<file path="src/rtl/osd_cmd_pkg.sv">
package osd_cmd_pkg;

  localparam int BYTE_W  = 8;
  localparam int CMD_W   = 5;
  localparam int HDR_W   = 4;
  localparam int PAY_W   = 7;
  localparam int COLV_W  = 5;

  localparam logic [CMD_W-1:0] CMD_ADDR = 5'd0;
  localparam logic [CMD_W-1:0] CMD_CHAR = 5'd1;

  // Map a command byte to its command index.
  function automatic logic [CMD_W-1:0] cmd_index(input logic [BYTE_W-1:0] b);
    if (b[7:4] == 4'hF) begin
      return 5'd7 + {1'b0, b[3:0]};
    end
    return {2'b00, b[6:4]};
  endfunction

endpackage

</file>
<file path="src/rtl/osd_ser_shift.sv">
module osd_ser_shift #(
  parameter int WORD_W      = 8,
  parameter int SYNC_STAGES = 2
) (
  input  logic              clk,
  input  logic              rst,
  input  logic              cs_n_i,
  input  logic              sclk_i,
  input  logic              sdin_i,
  output logic              word_vld_o,
  output logic [WORD_W-1:0] word_o,
  output logic              release_o
);

  localparam int CNT_W = $clog2(WORD_W);

  logic [SYNC_STAGES-1:0] cs_pipe, clk_pipe, dat_pipe;
  logic                   cs_s, clk_s, dat_s;
  logic                   cs_q, clk_q;
  logic [CNT_W-1:0]       bit_cnt;
  logic [WORD_W-2:0]      shreg;

  // Synchronizers for the three asynchronous serial wires
  always_ff @(posedge clk) begin
    if (rst) begin
      cs_pipe  <= '1;
      clk_pipe <= '0;
      dat_pipe <= '0;
    end else begin
      cs_pipe[0]  <= cs_n_i;
      clk_pipe[0] <= sclk_i;
      dat_pipe[0] <= sdin_i;
      for (int i = 1; i < SYNC_STAGES; i++) begin
        cs_pipe[i]  <= cs_pipe[i-1];
        clk_pipe[i] <= clk_pipe[i-1];
        dat_pipe[i] <= dat_pipe[i-1];
      end
    end
  end

  assign cs_s  = cs_pipe[SYNC_STAGES-1];
  assign clk_s = clk_pipe[SYNC_STAGES-1];
  assign dat_s = dat_pipe[SYNC_STAGES-1];

  // Edge detection, shifting and word framing
  always_ff @(posedge clk) begin
    if (rst) begin
      cs_q       <= 1'b1;
      clk_q      <= 1'b0;
      bit_cnt    <= '0;
      shreg      <= '0;
      word_o     <= '0;
      word_vld_o <= 1'b0;
      release_o  <= 1'b0;
    end else begin
      word_vld_o <= 1'b0;
      release_o  <= cs_s & ~cs_q;
      cs_q       <= cs_s;
      clk_q      <= clk_s;
      if (cs_s) begin
        bit_cnt <= '0;
      end else if (clk_s && !clk_q) begin
        if (bit_cnt == CNT_W'(WORD_W - 1)) begin
          word_o     <= {shreg, dat_s};
          word_vld_o <= 1'b1;
          bit_cnt    <= '0;
        end else begin
          shreg   <= {shreg[WORD_W-3:0], dat_s};
          bit_cnt <= bit_cnt + 1'b1;
        end
      end
    end
  end

  // no word is framed while select is released
  p_no_word_idle_r1: assert property (@(posedge clk) disable iff (rst)
    cs_s |=> !word_vld_o);

  // a framed word is a single-cycle pulse
  p_word_pulse_r10: assert property (@(posedge clk) disable iff (rst)
    word_vld_o |=> !word_vld_o);

  // release and a framed word never coincide
  p_release_excl_r6: assert property (@(posedge clk) disable iff (rst)
    !(release_o && word_vld_o));

endmodule

</file>
<file path="src/rtl/osd_cmd_decode.sv">
module osd_cmd_decode
  import osd_cmd_pkg::*;
(
  input  logic              clk,
  input  logic              rst,
  input  logic              word_vld_i,
  input  logic [BYTE_W-1:0] word_i,
  input  logic              release_i,
  output logic              char_stb_o,
  output logic [BYTE_W-1:0] char_data_o,
  output logic              row_ld_o,
  output logic [HDR_W-1:0]  row_val_o,
  output logic              col_ld_o,
  output logic [COLV_W-1:0] col_val_o,
  output logic              reg_stb_o,
  output logic [CMD_W-1:0]  reg_cmd_o,
  output logic [HDR_W-1:0]  reg_hdr_o,
  output logic [PAY_W-1:0]  reg_data_o
);

  logic             lock_q;
  logic [CMD_W-1:0] cmd_q;
  logic [HDR_W-1:0] hdr_q;
  logic [CMD_W-1:0] new_cmd;

  assign new_cmd = cmd_index(word_i);

  always_ff @(posedge clk) begin
    if (rst) begin
      lock_q      <= 1'b0;
      cmd_q       <= CMD_ADDR;
      hdr_q       <= '0;
      char_stb_o  <= 1'b0;
      char_data_o <= '0;
      row_ld_o    <= 1'b0;
      row_val_o   <= '0;
      col_ld_o    <= 1'b0;
      col_val_o   <= '0;
      reg_stb_o   <= 1'b0;
      reg_cmd_o   <= '0;
      reg_hdr_o   <= '0;
      reg_data_o  <= '0;
    end else begin
      char_stb_o <= 1'b0;
      row_ld_o   <= 1'b0;
      col_ld_o   <= 1'b0;
      reg_stb_o  <= 1'b0;
      if (release_i) begin
        lock_q <= 1'b0;
        cmd_q  <= CMD_ADDR;
        hdr_q  <= '0;
      end else if (word_vld_i) begin
        if (lock_q) begin
          char_stb_o  <= 1'b1;
          char_data_o <= word_i;
        end else if (word_i[BYTE_W-1]) begin
          cmd_q <= new_cmd;
          hdr_q <= word_i[HDR_W-1:0];
          if (new_cmd == CMD_ADDR) begin
            row_ld_o  <= 1'b1;
            row_val_o <= word_i[HDR_W-1:0];
          end
          if (new_cmd == CMD_CHAR) begin
            lock_q <= 1'b1;
          end
        end else begin
          reg_stb_o  <= 1'b1;
          reg_cmd_o  <= cmd_q;
          reg_hdr_o  <= hdr_q;
          reg_data_o <= word_i[PAY_W-1:0];
          if (cmd_q == CMD_ADDR) begin
            col_ld_o  <= 1'b1;
            col_val_o <= word_i[COLV_W-1:0];
          end
        end
      end
    end
  end

  // every word in character mode becomes a character, never a register write
  p_lock_char_r5: assert property (@(posedge clk) disable iff (rst)
    (lock_q && word_vld_i && !release_i) |=> (char_stb_o && !reg_stb_o));

  // release always drops the lock and restores command 0
  p_release_clear_r6: assert property (@(posedge clk) disable iff (rst)
    release_i |=> (!lock_q && cmd_q == CMD_ADDR));

  // a data byte leaves the held command untouched
  p_cmd_sticky_r3: assert property (@(posedge clk) disable iff (rst)
    (word_vld_i && !word_i[BYTE_W-1] && !lock_q && !release_i) |=> $stable(cmd_q));

  // at most one kind of strobe per cycle
  p_one_strobe_r10: assert property (@(posedge clk) disable iff (rst)
    $onehot0({char_stb_o, reg_stb_o, row_ld_o}));

endmodule

</file>
<file path="src/rtl/osd_wr_addr.sv">
module osd_wr_addr
  import osd_cmd_pkg::*;
#(
  parameter int ROWS = 12,
  parameter int COLS = 24,
  localparam int ROW_W = $clog2(ROWS),
  localparam int COL_W = $clog2(COLS)
) (
  input  logic              clk,
  input  logic              rst,
  input  logic              row_ld_i,
  input  logic [HDR_W-1:0]  row_val_i,
  input  logic              col_ld_i,
  input  logic [COLV_W-1:0] col_val_i,
  input  logic              char_stb_i,
  input  logic [BYTE_W-1:0] char_data_i,
  output logic              ram_we_o,
  output logic [ROW_W-1:0]  ram_row_o,
  output logic [COL_W-1:0]  ram_col_o,
  output logic [BYTE_W-1:0] ram_wdata_o
);

  logic [ROW_W-1:0] row_q;
  logic [COL_W-1:0] col_q;
  logic             row_last, col_last;

  assign row_last = (row_q == ROW_W'(ROWS - 1));
  assign col_last = (col_q == COL_W'(COLS - 1));

  always_ff @(posedge clk) begin
    if (rst) begin
      row_q       <= '0;
      col_q       <= '0;
      ram_we_o    <= 1'b0;
      ram_row_o   <= '0;
      ram_col_o   <= '0;
      ram_wdata_o <= '0;
    end else begin
      ram_we_o <= 1'b0;
      if (row_ld_i && (int'(row_val_i) < ROWS)) begin
        row_q <= ROW_W'(row_val_i);
      end
      if (col_ld_i && (int'(col_val_i) < COLS)) begin
        col_q <= COL_W'(col_val_i);
      end
      if (char_stb_i) begin
        ram_we_o    <= 1'b1;
        ram_row_o   <= row_q;
        ram_col_o   <= col_q;
        ram_wdata_o <= char_data_i;
        if (col_last) begin
          col_q <= '0;
          row_q <= row_last ? '0 : row_q + 1'b1;
        end else begin
          col_q <= col_q + 1'b1;
        end
      end
    end
  end

  // position stays inside the character grid
  p_pos_range_r8: assert property (@(posedge clk) disable iff (rst)
    (int'(row_q) < ROWS) && (int'(col_q) < COLS));

  // last cell wraps to the first
  p_grid_wrap_r8: assert property (@(posedge clk) disable iff (rst)
    (char_stb_i && row_last && col_last) |=> (row_q == '0 && col_q == '0));

  // a write strobe lasts one cycle
  p_we_pulse_r7: assert property (@(posedge clk) disable iff (rst)
    ram_we_o |=> !ram_we_o);

  // reset clears the position and the strobe
  p_reset_clear_r9: assert property (@(posedge clk)
    rst |=> (row_q == '0 && col_q == '0 && !ram_we_o));

endmodule

</file>
<file path="src/rtl/osd_cmd_rx.sv">
module osd_cmd_rx
  import osd_cmd_pkg::*;
#(
  parameter int ROWS        = 12,
  parameter int COLS        = 24,
  parameter int SYNC_STAGES = 2,
  localparam int ROW_W = $clog2(ROWS),
  localparam int COL_W = $clog2(COLS)
) (
  input  logic             clk,
  input  logic             rst,
  input  logic             ser_cs_n,
  input  logic             ser_clk,
  input  logic             ser_din,
  output logic             ram_we,
  output logic [ROW_W-1:0] ram_row,
  output logic [COL_W-1:0] ram_col,
  output logic [7:0]       ram_wdata,
  output logic             reg_stb,
  output logic [4:0]       reg_cmd,
  output logic [3:0]       reg_hdr,
  output logic [6:0]       reg_data
);

  logic              word_vld, release_p;
  logic [BYTE_W-1:0] word;
  logic              char_stb, row_ld, col_ld;
  logic [BYTE_W-1:0] char_data;
  logic [HDR_W-1:0]  row_val;
  logic [COLV_W-1:0] col_val;

  osd_ser_shift #(
    .WORD_W      (BYTE_W),
    .SYNC_STAGES (SYNC_STAGES)
  ) u_shift (
    .clk        (clk),
    .rst        (rst),
    .cs_n_i     (ser_cs_n),
    .sclk_i     (ser_clk),
    .sdin_i     (ser_din),
    .word_vld_o (word_vld),
    .word_o     (word),
    .release_o  (release_p)
  );

  osd_cmd_decode u_decode (
    .clk         (clk),
    .rst         (rst),
    .word_vld_i  (word_vld),
    .word_i      (word),
    .release_i   (release_p),
    .char_stb_o  (char_stb),
    .char_data_o (char_data),
    .row_ld_o    (row_ld),
    .row_val_o   (row_val),
    .col_ld_o    (col_ld),
    .col_val_o   (col_val),
    .reg_stb_o   (reg_stb),
    .reg_cmd_o   (reg_cmd),
    .reg_hdr_o   (reg_hdr),
    .reg_data_o  (reg_data)
  );

  osd_wr_addr #(
    .ROWS (ROWS),
    .COLS (COLS)
  ) u_addr (
    .clk         (clk),
    .rst         (rst),
    .row_ld_i    (row_ld),
    .row_val_i   (row_val),
    .col_ld_i    (col_ld),
    .col_val_i   (col_val),
    .char_stb_i  (char_stb),
    .char_data_i (char_data),
    .ram_we_o    (ram_we),
    .ram_row_o   (ram_row),
    .ram_col_o   (ram_col),
    .ram_wdata_o (ram_wdata)
  );

  // character write and register write never coincide at the ports
  p_port_excl_r10: assert property (@(posedge clk) disable iff (rst)
    !(ram_we && reg_stb));

endmodule

</file>
<file path="config.mk">
export PLATFORM = sky130hd
export DESIGN_NAME = osd_cmd_rx
export DESIGN_NICKNAME = d
export VERILOG_FILES = /design/src/rtl/osd_cmd_pkg.sv /design/src/rtl/osd_ser_shift.sv /design/src/rtl/osd_cmd_decode.sv /design/src/rtl/osd_wr_addr.sv /design/src/rtl/osd_cmd_rx.sv
export SDC_FILE = /design/constraint.sdc
export NUM_CORES = 1
export LEC_CHECK = 0
export BUFFER_PORTS_ARGS = -buffer_cell sky130_fd_sc_hd__clkbuf_2
export CAP_MARGIN = 15
export CORE_MARGIN = 5
export CORE_UTILIZATION = 30
export DETAILED_ROUTE_END_ITERATION = 7
export GPL_TIMING_DRIVEN = 0
export PLACE_DENSITY_LB_ADDON = 0.2
export SLEW_MARGIN = 20
export SYNTH_ARGS = -nofsm -noshare
export SYNTH_HDL_FRONTEND = slang
export SYNTH_SLANG_ARGS = --single-unit
</file>
<file path="constraint.sdc">
create_clock -name clk -period 2.3 [get_ports clk]
set_clock_uncertainty 0.2 [all_clocks]
set_input_delay 0.46 -clock clk [delete_from_list [all_inputs] [get_ports clk]]
set_output_delay 0.46 -clock clk [all_outputs]
set_load 0.01 [all_outputs]
</file>
==> results of run 1 <==
[cell families (layout without fill, tap and decap cells)]
| kind of cell | Yosys count | in the layout | share of synthesized area [%] |
|---|---|---|---|
| simple gates | 182 | 182 | 21.3 |
| flops | 102 | 102 | 51.2 |
| compound gates | 76 | 76 | 11.6 |
| buf+inv | 37 | 97 | 4.80 |
| mux | 35 | 35 | 8.79 |
| fa+ha+maj | 5 | 5 | 1.57 |
| xor+xnor | 3 | 3 | 0.659 |
[cells in the mapped netlist, types with 6 or more instances]
master / count / area, µm²
buf_6: 6 / 67.6
dfxtp_1: 102 / 2040
inv_1: 7 / 26.3
nand3_1: 6 / 30.0
a21oi_1: 51 / 255
a211oi_1: 8 / 60.1
mux2i_1: 35 / 350
clkbuf_1: 17 / 63.8
nand2_1: 79 / 297
nor2_1: 52 / 195
nor2b_1: 7 / 43.8
[worst min path at each step]
stage,end,cells after the start
detailed placement,u_shift.release_o$_SDFF_PP0_,1
CTS,u_shift.cs_pipe[0]$_SDFF_PP1_,2
global route,u_shift.cs_pipe[0]$_SDFF_PP1_,2
global placement,u_shift.release_o$_SDFF_PP0_,1
finish,u_shift.cs_pipe[0]$_SDFF_PP1_,2
floorplan,u_shift.release_o$_SDFF_PP0_,1
[worst reg2reg max path, stage by stage, from the launching register on]
cell and delay (ps):
dfxtp_1 310, buf_6 120, inv_2 60, ha_2 180, or2b_1 260, o311a_4 360
or4_4 530, a21oi_2 140
[timing repair]
item                                    4_1_cts  5_1_grt
resized for setup                             1        7
hold endpoints to repair                      0        0
buffers inserted                              0        6
endpoints found under the setup margin        5       13
pin swaps                                     0        3
hold buffers                                  0        0
[area by class of cell]
cell class                      instances  area, µm²
Clock buffer                           13        250
Fill cell                            1376       8400
Buffer                                 29        161
Inverter                                7       26.3
Clock inverter                          3       18.8
Multi-Input combinational cell        301       1770
Tap cell                              176        220
Timing Repair Buffer                   45        240
Sequential cell                       102       2050
[per-layer routing]
layer	GRT usage, %	share of wire, %	up-vias
met5	0	0	-
met4	4.91	1.8	0
met3	3.58	4.5	14
met2	19.5	47	53
met1	15.3	47	1476
li1	-	-	1606
[per-stage QoR]
stage	std cells	TNS [ps]	hold WS, ps
2_1_floorplan	440	0	172
3_3_place_gp	655	-1060	176
3_5_place_dp	655	-1130	187
4_1_cts	670	0	78.6
5_1_grt	676	-1.12	83.1
6_report	676	0	94.0
[power by group through the flow]
stage / clock network, µW / logic, µW / registers (µW)
finish: 1390 / 56.4 / 1770
global route: 1530 / 63.1 / 1770
CTS: 1450 / 57.1 / 1770
detailed placement: 0 / 56.9 / 1810
global placement: 0 / 56.9 / 1810
floorplan: 0 / 35.3 / 1810
[state kept, by name (all words and copies together), names as in the netlist, 3 cells and up]
signal	cells
u_shift.shreg	7
u_addr.ram_wdata_o	8
u_decode.reg_cmd_o	5
u_addr.ram_col_o	5
u_addr.ram_row_o	4
u_decode.cmd_q	5
u_addr.col_q	5
u_decode.hdr_q	4
u_shift.bit_cnt	3
u_decode.col_val_o	5
u_decode.row_val_o	4
u_decode.reg_data_o	7
u_addr.row_q	4
u_decode.reg_hdr_o	4
u_shift.word_o	8
u_decode.char_data_o	8
==> impl_metrics.py, run 1 <==
metrics = {
    "cts": {
        "htree_levels": 3,
        "cts_buffers": 9,
        "clock_path_buffers": 2,
        "clk_latency_ps": 340,
        "clock_sinks": 102,
        "cts_tree": "done",
        "clkTransAtPathRegs_ps": 60,
        "root_buffer": "clkbuf_16",
    },
    "power": {
        "p_clk_share_pct": 43.2,
        "sequentialPowerShare_pct": 55.0,
        "leakagePower_uw": 0.00172,
        "p_total_uw": 3220,
        "power_per_cell_area_nw_per_um2": 681,
        "swShare_pct": 20.9,
        "p_comb_share_pct": 1.7,
        "internal_power_uw": 2550,
        "irDropWorstVdd_uv": 268,
        "p_switching_uw": 673,
    },
    "drt": {
        "drc_errors": 0,
        "drtAntennaViolNets": 0,
        "first_pass_iters": 4,
        "wl_per_cell_um": 13.5,
        "num_vias": 3149,
        "drtIter0Drc": 185,
        "drt-vias-per-instance": 4.66,
        "drt-total-wl_um": 9110,
    },
    "global_routing": {
        "grt_usage_pct": 12.1,
        "grt_pass1_wl_um": 15400,
        "grt_max_degree": 16,
        "grt_antenna_before_repair": 0,
        "grt.overflow.total": 0,
        "grt_pass1_vias": 3135,
    },
    "critical_path": {
        "cpLargestDelayFamily": "simple AND/OR/NAND/NOR gates",
        "rrSetupSlack_ps": 80,
        "reg2reg_depth": 7,
        "crit_type": "register to register",
        "crit_cells": 7,
        "path_cells": "buf_6, inv_2, ha_2, or2b_1, o311a_4, or4_4, a21oi_2",
        "crit_end": "u_decode.row_val_o[1]$_SDFFE_PP0P_",
        "cp.arrival_ps": 2300,
        "reg2reg_to": "u_decode.row_val_o[1]$_SDFFE_PP0P_",
        "timing.rr.start": "u_shift.word_o[0]$_SDFFE_PP0P_",
        "cp.required_ps": 2370,
        "cp_max_fo": 7,
        "critPathLaunchType": "register",
        "cp_num_buf_inv": 2,
        "endpoint_kind": "register",
        "startpoint": "u_shift.word_o[0]$_SDFFE_PP0P_",
        "slowest_delay_ps": 530,
        "cp_slowest_cell": "or4_4",
    },
    "timing": {
        "slew_violations": 0,
        "max_slew.worst_pin.slew_ps": 777,
        "hold_viol_final": 0,
        "fin_crit_sh_pct": 96.7,
        "max_slew_margin_pct": 47.8,
        "max_freq_mhz": 450,
        "setup_viol": 0,
        "setup_slack_ps": 75.5,
        "layout_min_cycle_time_ps": 2220,
    },
    "synthesis": {
        "syn-num-nets": 450,
        "synth_edf_count": 0,
        "synth_area_um2": 3990,
        "netlist_instances": 440,
        "ys_seq_elements": 102,
        "ys_warn_count": 0,
        "seq_area_frac_synth_pct": 51.2,
        "avgSynthCellArea_um2": 9.06,
        "synth-async-reset-ratio_pct": 0,
        "synth_flop_cell": "dfxtp_1",
        "synth.distinct_cells": 46,
    },
    "final_layout": {
        "mostFrequentLayoutCell": "dfxtp_1",
        "drive_gt1_share_pct": 16.4,
        "fin_area_um2": 4740,
        "diodes": 0,
        "layout_common_cells": "dfxtp_1, nand2_1, nor2_1",
        "fin_nets": 505,
        "final_util_pct": 36.0,
        "area_growth_pct": 18.8,
    },
    "min_path": {
        "worstHoldStart": "ser_cs_n",
        "hold_path_class": "input port to register",
    },
    "place": {
        "place.gp.congestion": 0.810,
        "dpl.hpwl_um": 6400,
        "portBuffers": 39,
        "post_dp_cell_area_um2": 4400,
        "dpl_worst_slack_ps": -256,
    },
    "floorplanning": {
        "num_rows": 42,
        "die-area_um2": 15700,
        "die_w_um": 125,
        "boundaryPins": 40,
        "start_util_pct": 30.3,
        "core_um2": 13100,
        "die_h_um": 125,
    },
    "job": {
        "cap_violations": 0,
    },
    "run_status": {
        "status": "finished clean",
    },
}
Power figures use the tool's default switching activity.
==> inputs of run 2 (changes only) <==
==> constraint.sdc (replaced) <==
create_clock -name clk -period 2.1 [get_ports clk]
set_clock_uncertainty 0.2 [all_clocks]
set_input_delay 0.42 -clock clk [delete_from_list [all_inputs] [get_ports clk]]
set_output_delay 0.42 -clock clk [all_outputs]
set_load 0.01 [all_outputs]
==> run 2 against run 1 <==
Net effect: the flow now finishes with violations (negative setup slack); global-route usage increased by 0.48 points; power is 8.9% higher; clock power is 9% higher; critical path type unchanged.
==> impl_metrics.py, run 2 (synthesis gave the netlist of run 1 again) <==
metrics = {
    "cts": {
        "cts_tree": "done",
        "root_buffer": "clkbuf_16",
        "clkTransAtPathRegs_ps": 70,
        "clk_latency_ps": 340,
        "htree_levels": 3,
        "clock_path_buffers": 2,
        "cts_hold_buf": 0,
        "clock_sinks": 102,
        "cts_buffers": 9,
    },
    "critical_path": {
        "rrSetupSlack_ps": -40,
        "cp.arrival_ps": 2220,
        "cp_max_fo": 5,
        "critPathLaunchType": "register",
        "reg2reg_depth": 6,
        "cp.required_ps": 2180,
        "timing.rr.start": "u_shift.word_o[0]$_SDFFE_PP0P_",
        "crit_type": "register to register",
        "reg2reg_to": "u_decode.row_val_o[0]$_SDFFE_PP0P_",
        "endpoint_kind": "register",
    },
    "final_layout": {
        "fin_area_um2": 4830,
        "area_growth_pct": 21.2,
        "fin_nets": 509,
        "diodes": 0,
        "layout_common_cells": "dfxtp_1, nand2_1, nor2_1",
        "drive_gt1_share_pct": 18.7,
        "reg_top3": "u_addr.ram_wdata_o: 8 flops, u_decode.char_data_o: 8 flops, u_shift.word_o: 8 flops",
        "mostFrequentLayoutCell": "dfxtp_1",
    },
    "floorplanning": {
        "boundaryPins": 40,
        "start_util_pct": 30.3,
        "core_um2": 13100,
        "die_w_um": 125,
        "die-area_um2": 15700,
        "num_rows": 42,
        "die_h_um": 125,
    },
    "timing": {
        "max_slew.worst_pin.slew_ps": 752,
        "layout_min_cycle_time_ps": 2140,
        "max_slew_margin_pct": 49.9,
        "slew_violations": 0,
        "setup_slack_ps": -36.8,
        "setup_viol": 3,
        "whs_ps": 57.0,
        "max_freq_mhz": 468,
        "hold_viol_final": 0,
        "fin_crit_sh_pct": 102,
        "rsz0062_at_grt": "true",
    },
    "global_routing": {
        "grt_usage_pct": 12.6,
        "grt_antenna_before_repair": 0,
        "grt_max_degree": 16,
        "grt.overflow.total": 0,
        "grt_pass1_vias": 3246,
        "grt_pass1_wl_um": 16000,
    },
    "min_path": {
        "min_to": "u_shift.cs_pipe[0]$_SDFF_PP1_",
        "hold_path_class": "input port to register",
        "hold_depth": 2,
        "worstHoldStart": "ser_cs_n",
    },
    "drt": {
        "drtAntennaViolNets": 0,
        "wl_per_cell_um": 14.1,
        "drc_errors": 0,
        "first_pass_iters": 4,
        "num_vias": 3177,
        "drt-total-wl_um": 9580,
        "drtIter0Drc": 199,
        "drt-vias-per-instance": 4.68,
    },
    "place": {
        "post_dp_cell_area_um2": 4410,
        "place.gp.congestion": 0.807,
        "dpl.hpwl_um": 6460,
        "portBuffers": 39,
    },
    "job": {
        "cap_violations": 0,
    },
    "power": {
        "power_per_cell_area_nw_per_um2": 727,
        "leakagePower_uw": 0.00175,
        "irDropWorstVdd_uv": 294,
    },
    "run_status": {
        "violations": "negative setup slack",
        "status": "complete, but fails checks",
    },
}
[run 2: cell types whose count changed in the layout (fill, tap and decap cells not counted), sizes merged]
cell | before | now
inv | 8 | 6
clkbuf | 68 | 66
clkinv | 2 | 5
buf | 18 | 22
[run 2: final cells by class]
cell class | instances | area [µm²]
fillers | 1379 | 8310
flip-flops and latches | 102 | 2050
multi-input cells | 301 | 1800
repair buffers | 51 | 305
clock buffers | 11 | 243
well taps | 176 | 220
plain buffers | 27 | 150
inverters | 7 | 33.8
clock inverters | 4 | 23.8
[run 2: worst max-delay path by stage]
| stage | start | end | slack, ps |
|---|---|---|---|
| after floorplan | u_shift.word_o[1]$_SDFFE_PP0P_ | u_decode.row_val_o[0]$_SDFFE_PP0P_ | 3 |
| after global placement | u_shift.word_o[1]$_SDFFE_PP0P_ | u_decode.row_val_o[0]$_SDFFE_PP0P_ | -150 |
| after detailed placement | u_shift.word_o[0]$_SDFFE_PP0P_ | u_decode.row_val_o[0]$_SDFFE_PP0P_ | -140 |
| after CTS | u_shift.word_o[1]$_SDFFE_PP0P_ | u_decode.row_val_o[1]$_SDFFE_PP0P_ | -60 |
| after global routing | u_shift.word_o[1]$_SDFFE_PP0P_ | u_decode.row_val_o[1]$_SDFFE_PP0P_ | -80 |
| final | u_shift.word_o[0]$_SDFFE_PP0P_ | u_decode.row_val_o[0]$_SDFFE_PP0P_ | -40 |
[run 2: what timing repair did]
item                                    4_1_cts  5_1_grt
endpoints found under the setup margin        9       33
gates cloned                                  0        0
pin swaps                                     5       10
gates resized for setup                       4       20
setup buffers                                 7        5
[run 2: power by group]
group          total [µW]  switching (µW)  internal [µW]
clock network        1510             683            825
logic                62.6            45.6           17.0
registers            1940            3.21           1940
total                3510             731           2780
[run 2: worst max-delay path: stages (launching register included)]
cell	delay (ps)
dfxtp_4	360
inv_4	70
ha_4	120
or2b_1	250
o311a_4	400
or4_4	530
a21oi_2	140
[run 2: metrics by stage]
step	util (%)	setup WS, ps	setup TNS [ps]	total power (µW)	instances
2_1_floorplan	-	2.92	0	2030	440
3_3_place_gp	33.6	-149	-977	2050	655
3_5_place_dp	33.6	-139	-2270	2050	655
4_1_cts	36.1	-64.0	-182	3570	677
5_1_grt	36.8	-78.3	-344	3660	679
6_report	36.8	-36.8	-90.9	3510	679
[run 2: per-layer routing]
metal | part of all wire [%] | global-route usage (%) | routed length [µm]
met5 | 0 | 0 | 0
met4 | 3.5 | 6.12 | 331
met3 | 4.9 | 3.88 | 473
met2 | 47 | 20.4 | 4540
met1 | 44 | 15.3 | 4240
==> inputs of run 3 (changes only) <==
--- a/config.mk
+++ b/config.mk
@@ -8,7 +8,7 @@
 export BUFFER_PORTS_ARGS = -buffer_cell sky130_fd_sc_hd__clkbuf_2
 export CAP_MARGIN = 15
 export CORE_MARGIN = 5
-export CORE_UTILIZATION = 30
+export CORE_UTILIZATION = 58
 export DETAILED_ROUTE_END_ITERATION = 7
 export GPL_TIMING_DRIVEN = 0
 export PLACE_DENSITY_LB_ADDON = 0.2
==> run 3 against run 2 <==
Net effect: the flow still finishes with violations (negative setup slack); critical path depth is the same; cell area shrank 2.8%; worst setup slack lost 34 ps; routed wire length shrank 8.8%; register-to-register slack lost 30 ps; global-route usage grew 8.4 points; die area shrank 45%; worst hold slack lost 19 ps; clock power shrank 16%.
==> impl_metrics.py, run 3 (synthesis gave the netlist of run 1 again) <==
metrics = {
    "drt": {
        "drtAntennaViolNets": 0,
        "first_pass_iters": 4,
        "wl_per_cell_um": 14.8,
        "drc_errors": 0,
        "drt-vias-per-instance": 5.52,
        "drtIter0Drc": 140,
        "num_vias": 3252,
        "drt-total-wl_um": 8740,
    },
    "timing": {
        "fin_crit_sh_pct": 103,
        "setup_tns_ps": -71.2,
        "slew_violations": 0,
        "layout_min_cycle_time_ps": 2170,
        "hold_viol_final": 0,
        "max_slew_margin_pct": 51.8,
        "setup_viol": 1,
        "max_slew.worst_pin.slew_ps": 721,
        "rsz0062_at_grt": "true",
        "max_freq_mhz": 461,
        "setup_slack_ps": -71.2,
    },
    "power": {
        "p_comb_share_pct": 1.8,
        "swShare_pct": 21.4,
        "leakagePower_uw": 0.00175,
        "p_total_uw": 3270,
        "internal_power_uw": 2570,
        "sequentialPowerShare_pct": 59.3,
        "p_switching_uw": 702,
        "p_clk_share_pct": 38.9,
        "power_per_cell_area_nw_per_um2": 697,
        "irDropWorstVdd_uv": 532,
    },
    "cts": {
        "root_buffer": "clkbuf_8",
        "clock_path_buffers": 2,
        "clk_latency_ps": 360,
        "clkTransAtPathRegs_ps": 90,
        "cts_tree": "done",
        "clock_sinks": 102,
        "cts_buffers": 9,
        "htree_levels": 3,
    },
    "critical_path": {
        "cp.required_ps": 2200,
        "reg2reg_to": "u_decode.lock_q$_SDFFE_PP0P_",
        "crit_type": "register to register",
        "reg2reg_depth": 6,
        "cp_max_fo": 6,
        "cp.arrival_ps": 2270,
        "rrSetupSlack_ps": -70,
        "critPathLaunchType": "register",
        "endpoint_kind": "register",
        "timing.rr.start": "u_shift.word_o[1]$_SDFFE_PP0P_",
        "cp_num_buf_inv": 1,
        "cp_slowest_cell": "or4_4",
        "path_cells": "clkinv_4, ha_4, nand3_2, o32a_1, or4_4, a21oi_2",
        "cpLargestDelayFamily": "simple AND/OR/NAND/NOR gates",
        "slowest_delay_ps": 570,
    },
    "final_layout": {
        "mostFrequentLayoutCell": "dfxtp_1",
        "diodes": 0,
        "layout_common_cells": "dfxtp_1, nand2_1, nor2_1",
        "drive_gt1_share_pct": 20.4,
        "fin_nets": 514,
        "final_util_pct": 69.5,
        "area_growth_pct": 17.7,
        "reg_top3": "u_addr.ram_wdata_o: 8 flops, u_decode.char_data_o: 8 flops, u_shift.word_o: 8 flops",
    },
    "global_routing": {
        "grt_pass1_wl_um": 14400,
        "grt_pass1_vias": 3065,
        "grt_antenna_before_repair": 0,
        "grt_usage_pct": 21.0,
        "grt_max_degree": 17,
        "grt.overflow.total": 0,
    },
    "run_status": {
        "violations": "negative setup slack",
        "status": "complete, but fails checks",
    },
    "floorplanning": {
        "start_util_pct": 59.0,
        "die_w_um": 92.9,
        "boundaryPins": 40,
        "num_rows": 30,
        "core_um2": 6760,
        "die-area_um2": 8630,
        "die_h_um": 92.9,
    },
    "min_path": {
        "hold_path_class": "input port to register",
        "hold_depth": 2,
        "worstHoldStart": "ser_cs_n",
        "min_to": "u_shift.cs_pipe[0]$_SDFF_PP1_",
    },
    "place": {
        "dpl.hpwl_um": 5890,
        "place.gp.congestion": 0.857,
        "portBuffers": 39,
    },
    "job": {
        "cap_violations": 0,
    },
}
==> run 3: timing repair <==
action	CTS	global route
pin swaps	7	9
resized for setup	11	18
hold buffers	0	0
setup endpoints to repair	10	27
setup buffers	8	10
==> run 3: worst max-delay path by stage <==
stage | endpoint | slack, ps | from | cells after the start
2_1_floorplan | u_decode.row_val_o[0]$_SDFFE_PP0P_ | 3 | u_shift.word_o[1]$_SDFFE_PP0P_ | 7
3_3_place_gp | u_decode.row_val_o[0]$_SDFFE_PP0P_ | -110 | u_shift.word_o[1]$_SDFFE_PP0P_ | 7
3_5_place_dp | u_decode.lock_q$_SDFFE_PP0P_ | -140 | u_shift.word_o[1]$_SDFFE_PP0P_ | 7
4_1_cts | u_decode.row_val_o[0]$_SDFFE_PP0P_ | -60 | u_shift.word_o[0]$_SDFFE_PP0P_ | 6
5_1_grt | u_decode.lock_q$_SDFFE_PP0P_ | -130 | u_shift.word_o[1]$_SDFFE_PP0P_ | 6
6_report | u_decode.lock_q$_SDFFE_PP0P_ | -70 | u_shift.word_o[1]$_SDFFE_PP0P_ | 6
==> run 3: per-stage QoR <==
step / cells / area, µm² / worst slack [ps] / hold WS (ps)
2_1_floorplan: 440 / 4000 / 2.92 / 172
3_3_place_gp: 559 / 4290 / -111 / 177
5_1_grt: 589 / 4690 / -127 / 46.2
6_report: 589 / 4690 / -71.2 / 38.1
3_5_place_dp: 559 / 4290 / -145 / 187
4_1_cts: 583 / 4590 / -64.0 / 26.1
==> run 3: power groups by stage <==
stage / combinational, µW / sequential (µW) / clock [µW]
after detailed placement: 59.7 / 1990 / 0
after floorplan: 38.7 / 1990 / 0
final: 60.1 / 1940 / 1270
after global placement: 58.5 / 1990 / 0
after global routing: 66.8 / 1940 / 1380
after CTS: 59.8 / 1940 / 1280
==> run 3: area by class of cell <==
type | count | area, µm²
well taps | 80 | 100
multi-input cells | 301 | 1810
fillers | 530 | 2060
clock buffers | 11 | 151
repair buffers | 56 | 338
inverters | 7 | 33.8
clock inverters | 5 | 56.3
flip-flops and latches | 102 | 2050
plain buffers | 27 | 153
==> run 3: layer usage <==
metal  share of wire (%)  track usage (%)  routed length (µm)  vias up
met1                  45             25.7                3890     1539
li1                    -                -                   -     1624
met2                  50             37.0                4350       76
met5                   0                0                   0        -
met3                 4.3             4.55                 378       13
met4                 1.3             6.23                 113        0
